## src/rtl/ecc_cap_pkg.sv

```systemverilog
package ecc_cap_pkg;

  typedef enum logic {
    KIND_COR = 1'b0,
    KIND_UNC = 1'b1
  } evt_kind_e;

  typedef struct packed {
    logic [3:0] prot;
    logic [2:0] size;
  } bus_attr_t;

  // register word indices
  localparam int IDX_STATUS = 0;
  localparam int IDX_ADDR   = 1;
  localparam int IDX_ATTR   = 2;
  localparam int IDX_DATA   = 3;
  localparam int NUM_WORDS  = 4;

  // status word bits
  localparam int ST_COR  = 0;
  localparam int ST_UNC  = 1;
  localparam int ST_KIND = 2;

  // attribute word field positions
  localparam int ATTR_SIZE_LSB = 0;
  localparam int ATTR_PROT_LSB = 4;
  localparam int ATTR_MID_LSB  = 8;

endpackage

```

## src/rtl/ecc_rst_sync.sv

```systemverilog
module ecc_rst_sync #(
  parameter int STAGES = 2
) (
  input  logic clk,
  input  logic arst_n,
  output logic rst_n_sync
);

  logic [STAGES-1:0] sync_q;
  logic [STAGES-1:0] sync_d;

  always_comb begin
    sync_d = {sync_q[STAGES-2:0], 1'b1};
  end

  always_ff @(posedge clk or negedge arst_n) begin
    if (!arst_n) sync_q <= '0;
    else         sync_q <= sync_d;
  end

  assign rst_n_sync = sync_q[STAGES-1];

endmodule

```

## src/rtl/ecc_evt_select.sv

```systemverilog
module ecc_evt_select
  import ecc_cap_pkg::*;
(
  input  logic      evt_corr,
  input  logic      evt_uncorr,
  input  logic      en_corr,
  input  logic      en_uncorr,
  output logic      take_corr,
  output logic      take_uncorr,
  output logic      load,
  output evt_kind_e kind
);

  always_comb begin
    take_corr   = evt_corr & en_corr;
    take_uncorr = evt_uncorr & en_uncorr;
    load        = take_corr | take_uncorr;
    // the non-correctable event takes the capture slot when both qualify
    kind        = take_uncorr ? KIND_UNC : KIND_COR;
  end

endmodule

```

## src/rtl/ecc_cap_regs.sv

```systemverilog
module ecc_cap_regs
  import ecc_cap_pkg::*;
#(
  parameter int ADDR_W = 32,
  parameter int DATA_W = 32,
  parameter int MID_W  = 4
) (
  input  logic              clk,
  input  logic              rst_n,
  input  logic              load,
  input  evt_kind_e         kind_in,
  input  logic [ADDR_W-1:0] addr_in,
  input  bus_attr_t         attr_in,
  input  logic [MID_W-1:0]  mid_in,
  input  logic [DATA_W-1:0] data_in,
  output evt_kind_e         kind_q,
  output logic [ADDR_W-1:0] addr_q,
  output bus_attr_t         attr_q,
  output logic [MID_W-1:0]  mid_q,
  output logic [DATA_W-1:0] data_q
);

  evt_kind_e         kind_d;
  logic [ADDR_W-1:0] addr_d;
  bus_attr_t         attr_d;
  logic [MID_W-1:0]  mid_d;
  logic [DATA_W-1:0] data_d;

  always_comb begin
    kind_d = kind_q;
    addr_d = addr_q;
    attr_d = attr_q;
    mid_d  = mid_q;
    data_d = data_q;
    if (load) begin
      kind_d = kind_in;
      addr_d = addr_in;
      attr_d = attr_in;
      mid_d  = mid_in;
      data_d = data_in;
    end
  end

  always_ff @(posedge clk or negedge rst_n) begin
    if (!rst_n) begin
      kind_q <= KIND_COR;
      addr_q <= '0;
      attr_q <= '0;
      mid_q  <= '0;
    end else begin
      kind_q <= kind_d;
      addr_q <= addr_d;
      attr_q <= attr_d;
      mid_q  <= mid_d;
    end
  end

  // the data word has no defined reset value
  always_ff @(posedge clk) begin
    data_q <= data_d;
  end

  p_hold_when_idle_r4: assert property (@(posedge clk) disable iff (!rst_n)
    !load |=> ($stable(addr_q) && $stable(attr_q) && $stable(mid_q) && $stable(kind_q)));

  p_newest_wins_r5: assert property (@(posedge clk) disable iff (!rst_n)
    load |=> (addr_q == $past(addr_in) && attr_q == $past(attr_in) && mid_q == $past(mid_in)));

endmodule

```

## src/rtl/ecc_cap_flags.sv

```systemverilog
module ecc_cap_flags (
  input  logic       clk,
  input  logic       rst_n,
  input  logic       set_cor,
  input  logic       set_unc,
  input  logic       clr_en,
  input  logic [1:0] clr_mask,
  output logic       cor_q,
  output logic       unc_q
);

  logic cor_d;
  logic unc_d;

  always_comb begin
    cor_d = cor_q;
    unc_d = unc_q;
    if (clr_en) begin
      cor_d = cor_d & ~clr_mask[0];
      unc_d = unc_d & ~clr_mask[1];
    end
    // a new event outranks a clear in the same cycle
    if (set_cor) cor_d = 1'b1;
    if (set_unc) unc_d = 1'b1;
  end

  always_ff @(posedge clk or negedge rst_n) begin
    if (!rst_n) begin
      cor_q <= 1'b0;
      unc_q <= 1'b0;
    end else begin
      cor_q <= cor_d;
      unc_q <= unc_d;
    end
  end

  p_cor_set_r2: assert property (@(posedge clk) disable iff (!rst_n)
    set_cor |=> cor_q);

  p_unc_set_r3: assert property (@(posedge clk) disable iff (!rst_n)
    set_unc |=> unc_q);

  p_cor_sticky_r9: assert property (@(posedge clk) disable iff (!rst_n)
    (cor_q && !(clr_en && clr_mask[0])) |=> cor_q);

  p_unc_sticky_r9: assert property (@(posedge clk) disable iff (!rst_n)
    (unc_q && !(clr_en && clr_mask[1])) |=> unc_q);

endmodule

```

## src/rtl/ecc_cap_rdport.sv

```systemverilog
module ecc_cap_rdport #(
  parameter int DATA_W  = 32,
  parameter int NWORDS  = 4,
  parameter int RIDX_W  = 3
) (
  input  logic                          clk,
  input  logic                          rst_n,
  input  logic                          rd,
  input  logic [RIDX_W-1:0]             idx,
  input  logic [NWORDS-1:0][DATA_W-1:0] words,
  output logic [DATA_W-1:0]             rdata_q
);

  localparam int SEL_W = (NWORDS > 1) ? $clog2(NWORDS) : 1;
  localparam logic [RIDX_W-1:0] LAST_IDX = RIDX_W'(NWORDS - 1);

  logic [DATA_W-1:0] rdata_d;

  always_comb begin
    rdata_d = rdata_q;
    if (rd) begin
      if (idx <= LAST_IDX) rdata_d = words[idx[SEL_W-1:0]];
      else                 rdata_d = '0;
    end
  end

  always_ff @(posedge clk or negedge rst_n) begin
    if (!rst_n) rdata_q <= '0;
    else        rdata_q <= rdata_d;
  end

endmodule

```

## src/rtl/ecc_evt_capture.sv

```systemverilog
module ecc_evt_capture
  import ecc_cap_pkg::*;
#(
  parameter int ADDR_W = 32,
  parameter int DATA_W = 32,
  parameter int MID_W  = 4,
  parameter int RIDX_W = 3
) (
  input  logic              clk,
  input  logic              arst_n,
  input  logic              evt_corr,
  input  logic              evt_uncorr,
  input  logic              cfg_corr_en,
  input  logic              cfg_uncorr_en,
  input  logic [ADDR_W-1:0] acc_addr,
  input  logic [2:0]        acc_size,
  input  logic [3:0]        acc_prot,
  input  logic [MID_W-1:0]  acc_master,
  input  logic [DATA_W-1:0] acc_data,
  input  logic              reg_rd,
  input  logic              reg_wr,
  input  logic [RIDX_W-1:0] reg_idx,
  input  logic [DATA_W-1:0] reg_wdata,
  output logic [DATA_W-1:0] reg_rdata
);

  localparam logic [RIDX_W-1:0] IX_STAT = RIDX_W'(IDX_STATUS);
  localparam logic [RIDX_W-1:0] IX_ADDR = RIDX_W'(IDX_ADDR);

  logic      rst_n;
  logic      take_corr;
  logic      take_uncorr;
  logic      load;
  evt_kind_e kind_sel;
  evt_kind_e kind_q;
  bus_attr_t attr_in;
  bus_attr_t attr_q;
  logic [ADDR_W-1:0] addr_q;
  logic [MID_W-1:0]  mid_q;
  logic [DATA_W-1:0] data_q;
  logic cor_q;
  logic unc_q;
  logic clr_en;
  logic [NUM_WORDS-1:0][DATA_W-1:0] words;
  logic unused_wdata_hi;

  ecc_rst_sync #(.STAGES(2)) u_rst (
    .clk        (clk),
    .arst_n     (arst_n),
    .rst_n_sync (rst_n)
  );

  ecc_evt_select u_sel (
    .evt_corr    (evt_corr),
    .evt_uncorr  (evt_uncorr),
    .en_corr     (cfg_corr_en),
    .en_uncorr   (cfg_uncorr_en),
    .take_corr   (take_corr),
    .take_uncorr (take_uncorr),
    .load        (load),
    .kind        (kind_sel)
  );

  always_comb begin
    attr_in.size = acc_size;
    attr_in.prot = acc_prot;
  end

  ecc_cap_regs #(.ADDR_W(ADDR_W), .DATA_W(DATA_W), .MID_W(MID_W)) u_regs (
    .clk     (clk),
    .rst_n   (rst_n),
    .load    (load),
    .kind_in (kind_sel),
    .addr_in (acc_addr),
    .attr_in (attr_in),
    .mid_in  (acc_master),
    .data_in (acc_data),
    .kind_q  (kind_q),
    .addr_q  (addr_q),
    .attr_q  (attr_q),
    .mid_q   (mid_q),
    .data_q  (data_q)
  );

  assign clr_en          = reg_wr && (reg_idx == IX_STAT);
  assign unused_wdata_hi = ^reg_wdata[DATA_W-1:2];

  ecc_cap_flags u_flags (
    .clk      (clk),
    .rst_n    (rst_n),
    .set_cor  (take_corr),
    .set_unc  (take_uncorr),
    .clr_en   (clr_en),
    .clr_mask (reg_wdata[1:0]),
    .cor_q    (cor_q),
    .unc_q    (unc_q)
  );

  // assemble the readable words; writes reach only the status flags
  always_comb begin
    words = '0;
    words[IDX_STATUS][ST_COR]  = cor_q;
    words[IDX_STATUS][ST_UNC]  = unc_q;
    words[IDX_STATUS][ST_KIND] = (kind_q == KIND_UNC);
    words[IDX_ADDR]            = DATA_W'(addr_q);
    words[IDX_ATTR][ATTR_SIZE_LSB +: 3]     = attr_q.size;
    words[IDX_ATTR][ATTR_PROT_LSB +: 4]     = attr_q.prot;
    words[IDX_ATTR][ATTR_MID_LSB +: MID_W]  = mid_q;
    words[IDX_DATA]            = data_q;
  end

  ecc_cap_rdport #(.DATA_W(DATA_W), .NWORDS(NUM_WORDS), .RIDX_W(RIDX_W)) u_rd (
    .clk     (clk),
    .rst_n   (rst_n),
    .rd      (reg_rd),
    .idx     (reg_idx),
    .words   (words),
    .rdata_q (reg_rdata)
  );

  p_unc_wins_r6: assert property (@(posedge clk) disable iff (!rst_n)
    (evt_uncorr && cfg_uncorr_en) |=> (kind_q == KIND_UNC));

  p_disabled_no_flag_r4: assert property (@(posedge clk) disable iff (!rst_n)
    (!cor_q && !(evt_corr && cfg_corr_en)) |=> !cor_q);

  p_ro_words_r8: assert property (@(posedge clk) disable iff (!rst_n)
    (reg_wr && reg_idx != IX_STAT && !load) |=> ($stable(addr_q) && $stable(attr_q)));

  p_read_latency_r10: assert property (@(posedge clk) disable iff (!rst_n)
    (reg_rd && reg_idx == IX_ADDR) |=> (reg_rdata == DATA_W'($past(addr_q))));

endmodule

```

## config.mk

```make
export PLATFORM = sky130hd
export DESIGN_NAME = ecc_evt_capture
export DESIGN_NICKNAME = d
export VERILOG_FILES = /design/src/rtl/ecc_cap_pkg.sv /design/src/rtl/ecc_rst_sync.sv /design/src/rtl/ecc_evt_select.sv /design/src/rtl/ecc_cap_regs.sv /design/src/rtl/ecc_cap_flags.sv /design/src/rtl/ecc_cap_rdport.sv /design/src/rtl/ecc_evt_capture.sv
export SDC_FILE = /design/constraint.sdc
export NUM_CORES = 1
export LEC_CHECK = 0
export BUFFER_PORTS_ARGS = -buffer_cell sky130_fd_sc_hd__buf_2
export CORE_ASPECT_RATIO = 1.4
export CORE_MARGIN = 3
export CORE_UTILIZATION = 54
export CTS_BUF_LIST = sky130_fd_sc_hd__clkbuf_4 sky130_fd_sc_hd__clkbuf_8 sky130_fd_sc_hd__clkbuf_16
export CTS_CLUSTER_SIZE = 14
export DETAILED_ROUTE_END_ITERATION = 10
export PLACE_DENSITY = 0.85
export REMOVE_ABC_BUFFERS = 1
export SLEW_MARGIN = 40
export SYNTH_ARGS = -nofsm -noshare
export SYNTH_HDL_FRONTEND = slang
export SYNTH_SLANG_ARGS = --single-unit
```

## constraint.sdc

```tcl
create_clock -name clk -period 6.9 [get_ports clk]
set_input_delay 0.345 -clock clk [delete_from_list [all_inputs] [get_ports clk]]
set_output_delay 0.345 -clock clk [all_outputs]
set_load 0.02 [all_outputs]
```

==> results.txt, run 1 <==
core area: 7850 µm²
IO Count: 150
Antenna Violating Nets Remaining: 0
TNS Setup: 0 ps
RePlAce Congestion: 0.781
clk_lat worst skew: 360 ps
CP dominant cell by count: buf_4
Synth Instances: 293
clock-pin slew on the worst setup and hold paths: 90 ps
CP startpoint kind: input port
Setup Viol. Count Final: 0
clk root buf: clkbuf_8
nets: 529
Fin. Hold Viols: 0
Crit path max-delay family: buffers and inverters
WHS Endpoint: u_regs.data_q[28]$_DFFE_PP_
pwr dens: 261 nW/µm²
Min-Delay Path Depth: 1
clk sinks: 112
multi-input logic area: 1240 µm²
Max Cap Violations: 0
IO buf count: 119
total gr overflow: 0
Fillers: 597
Mapped Area: 4430 µm²
setup repair bufs after CTS: 0
vias in the first global route: 3000
crit-path max FO: 30
Synth cell types: 23
relative slew slack: 0.459
Clock Skew: 5.89 ps
CTS max path bufs: 2
gr usage total: 0.208
Max Fclk: 501 MHz
critical path endpoint category: flop
CTS tree: built
Worst EP required: 6970 ps
share of layout cells above drive strength 1: 0.462
CTS buffer count: 9
FF-to-FF setup slack: 5780 ps
Fin Hold WS: 149 ps
CP Buf/Inv Count: 4
unrepaired setup endpoints after global routing: no
H-tree levels: 3
crit path kind: input port to flop
# diodes: 0
initial core utilization: 0.565
slew of the pin with the lowest slew margin: 812 ps
r2r worst-path depth: 3
Max Transition Viols Final: 0
Layout Area Growth over Synthesis: 19.7%
maximum vdd drop: 190 µV
Die Span X: 82.6 µm
Worst R2R Start: u_flags.cor_q$_DFFE_PN0P_
Vias/cell: 5.35
First DRT Iteration DRCs: 108
Register Area: 2970 µm²
first-pass GRT wire length: 14400 µm
TritonRoute pass-1 iters: 4
Seq/Total Area, Yosys: 0.669
Final WS setup: 4900 ps
initial antenna violation count: 1
worst hold path type: input port to flop
final worst-path cycle share: 0.289
routed vias: 2763
# rows: 38
hold path start: acc_data[28]
Die Y-Extent: 113 µm
status: completed
slowest CP cell: a22oi_4
CP arrival: 2070 ps
largest net degree at the start of global routing: 44
critical-path cell list: buf_2 > a22oi_4 > buf_4 > inv_1 > buf_4
pre-CTS setup slack: 4510 ps
leakage power: 0.00246 µW
DIE AREA: 9350 µm²
hpwl dp: 6040 µm
Wirelength per Cell: 17.2 µm
Synth Register Bits: 112
max incr delay on CP: 640 ps
synth warn: 0
reg-to-reg endpoint: u_rd.rdata_q[0]$_DFFE_PN0P_
Tmin final: 2000 ps
syn avg cell area: 15.1 µm²
drt total wl: 8860 µm
drc violations: 0
[cells by family after synthesis]
logic type             after synthesis  synth area share
other                                1          0.000846
AO/OA/AOI/OAI                       52            0.0762
multiplexers                        75             0.192
flip-flops                         112             0.669
AND/OR/NAND/NOR                      8            0.0113
buffers and inverters               45            0.0508
[cell usage after synthesis]
cell      count  area [µm²]
buf_4         4        30.0
mux2_1        3        33.8
nor4b_2       1        15.0
buf_6         5        56.3
edfxtp_1     32         961
nand2_1       4        15.0
nand2b_1      1        6.26
a22oi_4       1        21.3
conb_1        1        3.75
buf_2         3        15.0
o21ai_0       8        40.0
mux4_2        3        67.6
inv_1        28         105
nand3b_1      1        7.51
mux2_2       48         541
clkbuf_1      5        18.8
dfrtp_1      80        2000
mux2i_1      21         210
a21oi_1       8        40.0
a22o_1        3        26.3
a22oi_1       8        60.1
nor2b_1       1        6.26
o22ai_1      24         150
[area by class of cell]
class | count | area share
Timing Repair Buffer | 124 | 0.123
Clock buffer | 13 | 0.0326
Inverter | 28 | 0.0198
Multi-Input combinational cell | 136 | 0.235
Tap cell | 100 | 0.0236
Sequential cell | 112 | 0.559
Clock inverter | 3 | 0.00731
[power breakdown]
part           switching, µW  internal [µW]  leakage (µW)
Clock                    201            200      0.000110
Combinational           97.2           95.4       0.00106
Sequential              34.8            758       0.00129
Total                    333           1050       0.00246
[cell usage in the layout (no fill, tap or decap), types with 8 or more instances in the layout]
cell,count
a21oi_1,8
a22oi_1,8
buf_2,118
clkbuf_8,12
dfrtp_1,79
edfxtp_1,32
inv_1,28
mux2_2,48
mux2i_1,21
o21ai_0,8
o22ai_1,24
[flip-flops by register name (all words and copies together), names as in the netlist]
| name | flops |
|---|---|
| u_rst.sync_q | 2 |
| u_regs.data_q | 32 |
| u_regs.attr_q | 7 |
| u_flags.cor_q | 1 |
| u_flags.unc_q | 1 |
| u_rd.rdata_q | 32 |
| u_regs.mid_q | 4 |
| u_regs.addr_q | 32 |
| u_regs.kind_q | 1 |
[per-layer routing]
metal,GRT usage,share of wire,routed length [µm],vias to the layer above
met5,0,0.00079,7,-
met4,0.119,0.038,340,2
met3,0.0438,0.051,448,29
met2,0.338,0.53,4690,85
met1,0.253,0.38,3380,1355
li1,-,-,-,1292
[per-stage QoR]
stage / area [µm²] / instances / utilization / total power, µW
3_3_place_gp: 5050 / 497 / 0.644 / 989
6_report: 5300 / 516 / 0.676 / 1390
5_1_grt: 5300 / 516 / 0.676 / 1450
3_5_place_dp: 5080 / 499 / 0.648 / 1000
4_1_cts: 5300 / 516 / 0.676 / 1400
2_1_floorplan: 4310 / 276 / - / 916
[worst max-delay path by stage]
stage	to	slack, ps	from	depth (start not counted)
after floorplan	u_flags.cor_q$_DFFE_PN0P_	4510	u_rst.sync_q[1]$_DFF_PN0_	0
after global placement	u_regs.data_q[29]$_DFFE_PP_	4540	evt_uncorr	5
after detailed placement	u_regs.data_q[19]$_DFFE_PP_	4510	evt_uncorr	5
after CTS	u_regs.data_q[22]$_DFFE_PP_	4910	evt_uncorr	5
after global routing	u_regs.data_q[3]$_DFFE_PP_	4810	evt_uncorr	5
final	u_regs.data_q[23]$_DFFE_PP_	4900	evt_uncorr	5
[what timing repair did]
item,4_1_cts,5_1_grt
hold endpoints to repair,2,0
gates resized for setup,0,0
hold buffers,1,0
No activity file was read; power rests on OpenSTA's default activity.
==> run 2, diff against run 1 <==
--- a/config.mk
+++ b/config.mk
@@ -5,14 +5,15 @@
 export SDC_FILE = /design/constraint.sdc
 export NUM_CORES = 1
 export LEC_CHECK = 0
+export ABC_AREA = 1
 export BUFFER_PORTS_ARGS = -buffer_cell sky130_fd_sc_hd__buf_2
 export CORE_ASPECT_RATIO = 1.4
 export CORE_MARGIN = 3
-export CORE_UTILIZATION = 54
+export CORE_UTILIZATION = 46
 export CTS_BUF_LIST = sky130_fd_sc_hd__clkbuf_4 sky130_fd_sc_hd__clkbuf_8 sky130_fd_sc_hd__clkbuf_16
 export CTS_CLUSTER_SIZE = 14
 export DETAILED_ROUTE_END_ITERATION = 10
-export PLACE_DENSITY = 0.85
+export PLACE_DENSITY = 0.76
 export REMOVE_ABC_BUFFERS = 1
 export SLEW_MARGIN = 40
 export SYNTH_ARGS = -nofsm -noshare
==> constraint.sdc (replaced) <==
create_clock -name clk -period 1.7 [get_ports clk]
set_input_delay 0.085 -clock clk [delete_from_list [all_inputs] [get_ports clk]]
set_output_delay 0.085 -clock clk [all_outputs]
set_load 0.02 [all_outputs]
==> run 2 against run 1 <==
Sequential share of layout area fell by 10 points. Cell count is 56% higher. Total power increased to 4.6 times the previous value. Die area up 22%. Combinational power rose to 5.0 times the previous value. Synthesized cell count grew 63%. Highest routed layer is now met4.
==> results.txt, run 2 <==
status: completed
Layout Area Growth over Synthesis: 39.3%
Synth Instances: 477
Worst EP required: 1620 ps
Setup Viol. Count Final: 0
Seq/Total Area, Yosys: 0.635
final worst-path cycle share: 0.589
critical path endpoint category: output pin
critical-path cell list: buf_2
DIE AREA: 11400 µm²
initial antenna violation count: 1
Die Y-Extent: 125 µm
Logic pwr share: 0.151
hpwl dp: 6800 µm
most common cell after layout, fill and taps aside: nand2_1
Final WS setup: 698 ps
placed standard-cell area: 5410 µm²
main area contributors after synthesis: dfrtp_1 (43%), edfxtp_1 (21%), nand2_1 (16%)
clk sinks: 112
clk_lat worst skew: 340 ps
First DRT Iteration DRCs: 166
synth warn: 0
Synth Register Bits: 112
Placed Cells: 713
nets: 786
CTS buffer count: 9
drt total wl: 11600 µm
sw frac: 0.252
share of layout cells above drive strength 1: 0.256
# rows: 42
pwr dens: 990 nW/µm²
Post-Route Utilization: 0.673
setup repair bufs after CTS: 0
Wirelength per Cell: 14.4 µm
Reg power frac: 0.492
gr usage total: 0.210
first-pass GRT wire length: 18900 µm
vias in the first global route: 4070
Mapped Area: 4670 µm²
Die Span X: 91.2 µm
top-count cell post-synth: nand2_1
Largest regs: u_rd.rdata_q x32, u_regs.addr_q x32, u_regs.data_q x32
Synth cell types: 20
CP startpoint kind: flop
Max Fclk: 998 MHz
combinational family with the most area after synthesis: simple AND/OR/NAND/NOR gates
leakage power: 0.00335 µW
Antenna Violating Nets Remaining: 0
mux contribution to synthesized area: 0
Tmin final: 1000 ps
max incr delay on CP: 400 ps
Vias/cell: 4.80
slowest CP cell: dfrtp_1
drc violations: 0
fin area: 6500 µm²
M1 GR Usage: 0.239
Pint: 4810 µW
Post-synth top flop: dfrtp_1
relative slew slack: 0.545
CTS tree: built
unrepaired setup endpoints after global routing: no
met3 usage: 0.0439
power share of the clock group: 0.357
largest area contributor in the netlist: dfrtp_1
Clock Skew: 8.07 ps
Crit path max-delay family: flip-flops
IO Count: 150
initial core utilization: 0.483
EDFF count, synth: 32
CTS max path bufs: 2
clock-pin slew on the worst setup and hold paths: 70 ps
H-tree levels: 3
GR Util met2: 0.374
syn avg cell area: 9.79 µm²
Post-synth top cells: nand2_1 (198), dfrtp_1 (80), inv_1 (52)
pre-CTS setup slack: 617 ps
Pwr Total: 6440 µW
Fillers: 759
final non-filler cell total: 806
NetSw: 1620 µW
CP Buf/Inv Count: 1
worst hold path type: input port to flop
Gates resized, CTS repair: 0
CP arrival: 920 ps
IO buf count: 119
routed vias: 3868
Fin. Hold Viols: 0
Max Cap Violations: 0
TritonRoute pass-1 iters: 4
Post-synth ARST share: 0.714
RePlAce Congestion: 0.807
adder-cell share of the synthesized area: 0
crit-path max FO: 2
most frequent cells in the layout: nand2_1 (198), buf_2 (119), dfrtp_1 (79)
Post-Synth XOR/XNOR Area: 0
largest net degree at the start of global routing: 79
crit path kind: flop to output pin
Synth Area in Compound Gates: 0.0959
maximum vdd drop: 574 µV
clk root buf: clkbuf_16
slew of the pin with the lowest slew margin: 681 ps
core area: 9670 µm²
total gr overflow: 0
simple-gate share of the synthesized area: 0.191
global route hottest layer: met2
Max Transition Viols Final: 0
share of the synthesized area in the top cell type: 0.429
run 2: cell count changes in the layout (fill, tap and decap cells not counted), sizes merged, moves of 21 or more:
cell	previous run	this run
dlygate4sd3	1	76
mux2i	21	0
mux2	51	0
nand2	4	200
o21ai	8	38
o22ai	24	0
inv	28	58
o211ai	0	21
nand3	0	23
run 2: area by class of cell:
cell class / instances / area [µm²] / share of cell area
flip-flops and latches: 112 / 2970 / 0.456
inverters: 56 / 213 / 0.0327
well taps: 132 / 165 / 0.0254
multi-input cells: 286 / 1350 / 0.207
repair buffers: 203 / 1480 / 0.227
clock buffers: 10 / 239 / 0.0367
clock inverters: 6 / 90.1 / 0.0139
diodes: 1 / 2.50 / 0.000385
run 2: through the flow:
step	TNS [ps]	hold WS, ps
floorplan	-57360	-211
global placement	0	-129
detailed placement	0	-126
CTS	0	4.77
global route	0	27.1
finish	0	23.1
run 2: worst register-to-register path, cell delays in order (launching register included):
cell and delay, ps:
dfrtp_1 360, inv_1 70, nand2_1 50, nand3_1 90, nand2_1 60, nand2_1 50
nand2_1 60
run 2: cell families after synthesis:
kind of cell	after synthesis
compound gates	59
buf+inv	79
flops	112
other cells	1
simple gates	226
run 2: path summary, 6_finish.rpt:
| path | startpoint | endpoint | slack (ps) | cells after the start |
|---|---|---|---|---|
| min | reg_wdata[0] | u_flags.cor_q$_DFFE_PN0P_ | 20 | 4 |
| min reg2reg | u_rst.sync_q[1]$_DFF_PN0_ | u_rd.rdata_q[5]$_DFFE_PN0P_ | 340 | 1 |
| min in group asynchronous | arst_n | u_rst.sync_q[1]$_DFF_PN0_ | 60 | 2 |
| max in group asynchronous | u_rst.sync_q[1]$_DFF_PN0_ | u_regs.attr_q[0]$_DFFE_PN0P_ | 1020 | 1 |
| max | u_rd.rdata_q[1]$_DFFE_PN0P_ | reg_rdata[1] | 700 | 1 |
| max reg2reg | u_regs.attr_q[1]$_DFFE_PN0P_ | u_rd.rdata_q[1]$_DFFE_PN0P_ | 850 | 6 |
run 2: timing repair:
action | 4_1_cts | 5_1_grt
hold buffers | 76 | 0
endpoints found under the hold margin | 77 | 0
endpoints found under the setup margin | 0 | 0
run 2: metal layers:
layer,up-vias,part of all wire,wire length (µm)
met1,1814,0.38,4450
met2,143,0.54,6220
met3,20,0.060,692
met5,-,0,0
met4,0,0.022,250
li1,1891,-,-
run 2: power groups by stage:
stage / sequential (µW) / clock (µW) / combinational, µW
after CTS: 3170 / 2350 / 966
after floorplan: 3300 / 0 / 391
after detailed placement: 3220 / 0 / 829
after global routing: 3200 / 2440 / 1080
after global placement: 3210 / 0 / 798
final: 3170 / 2300 / 970
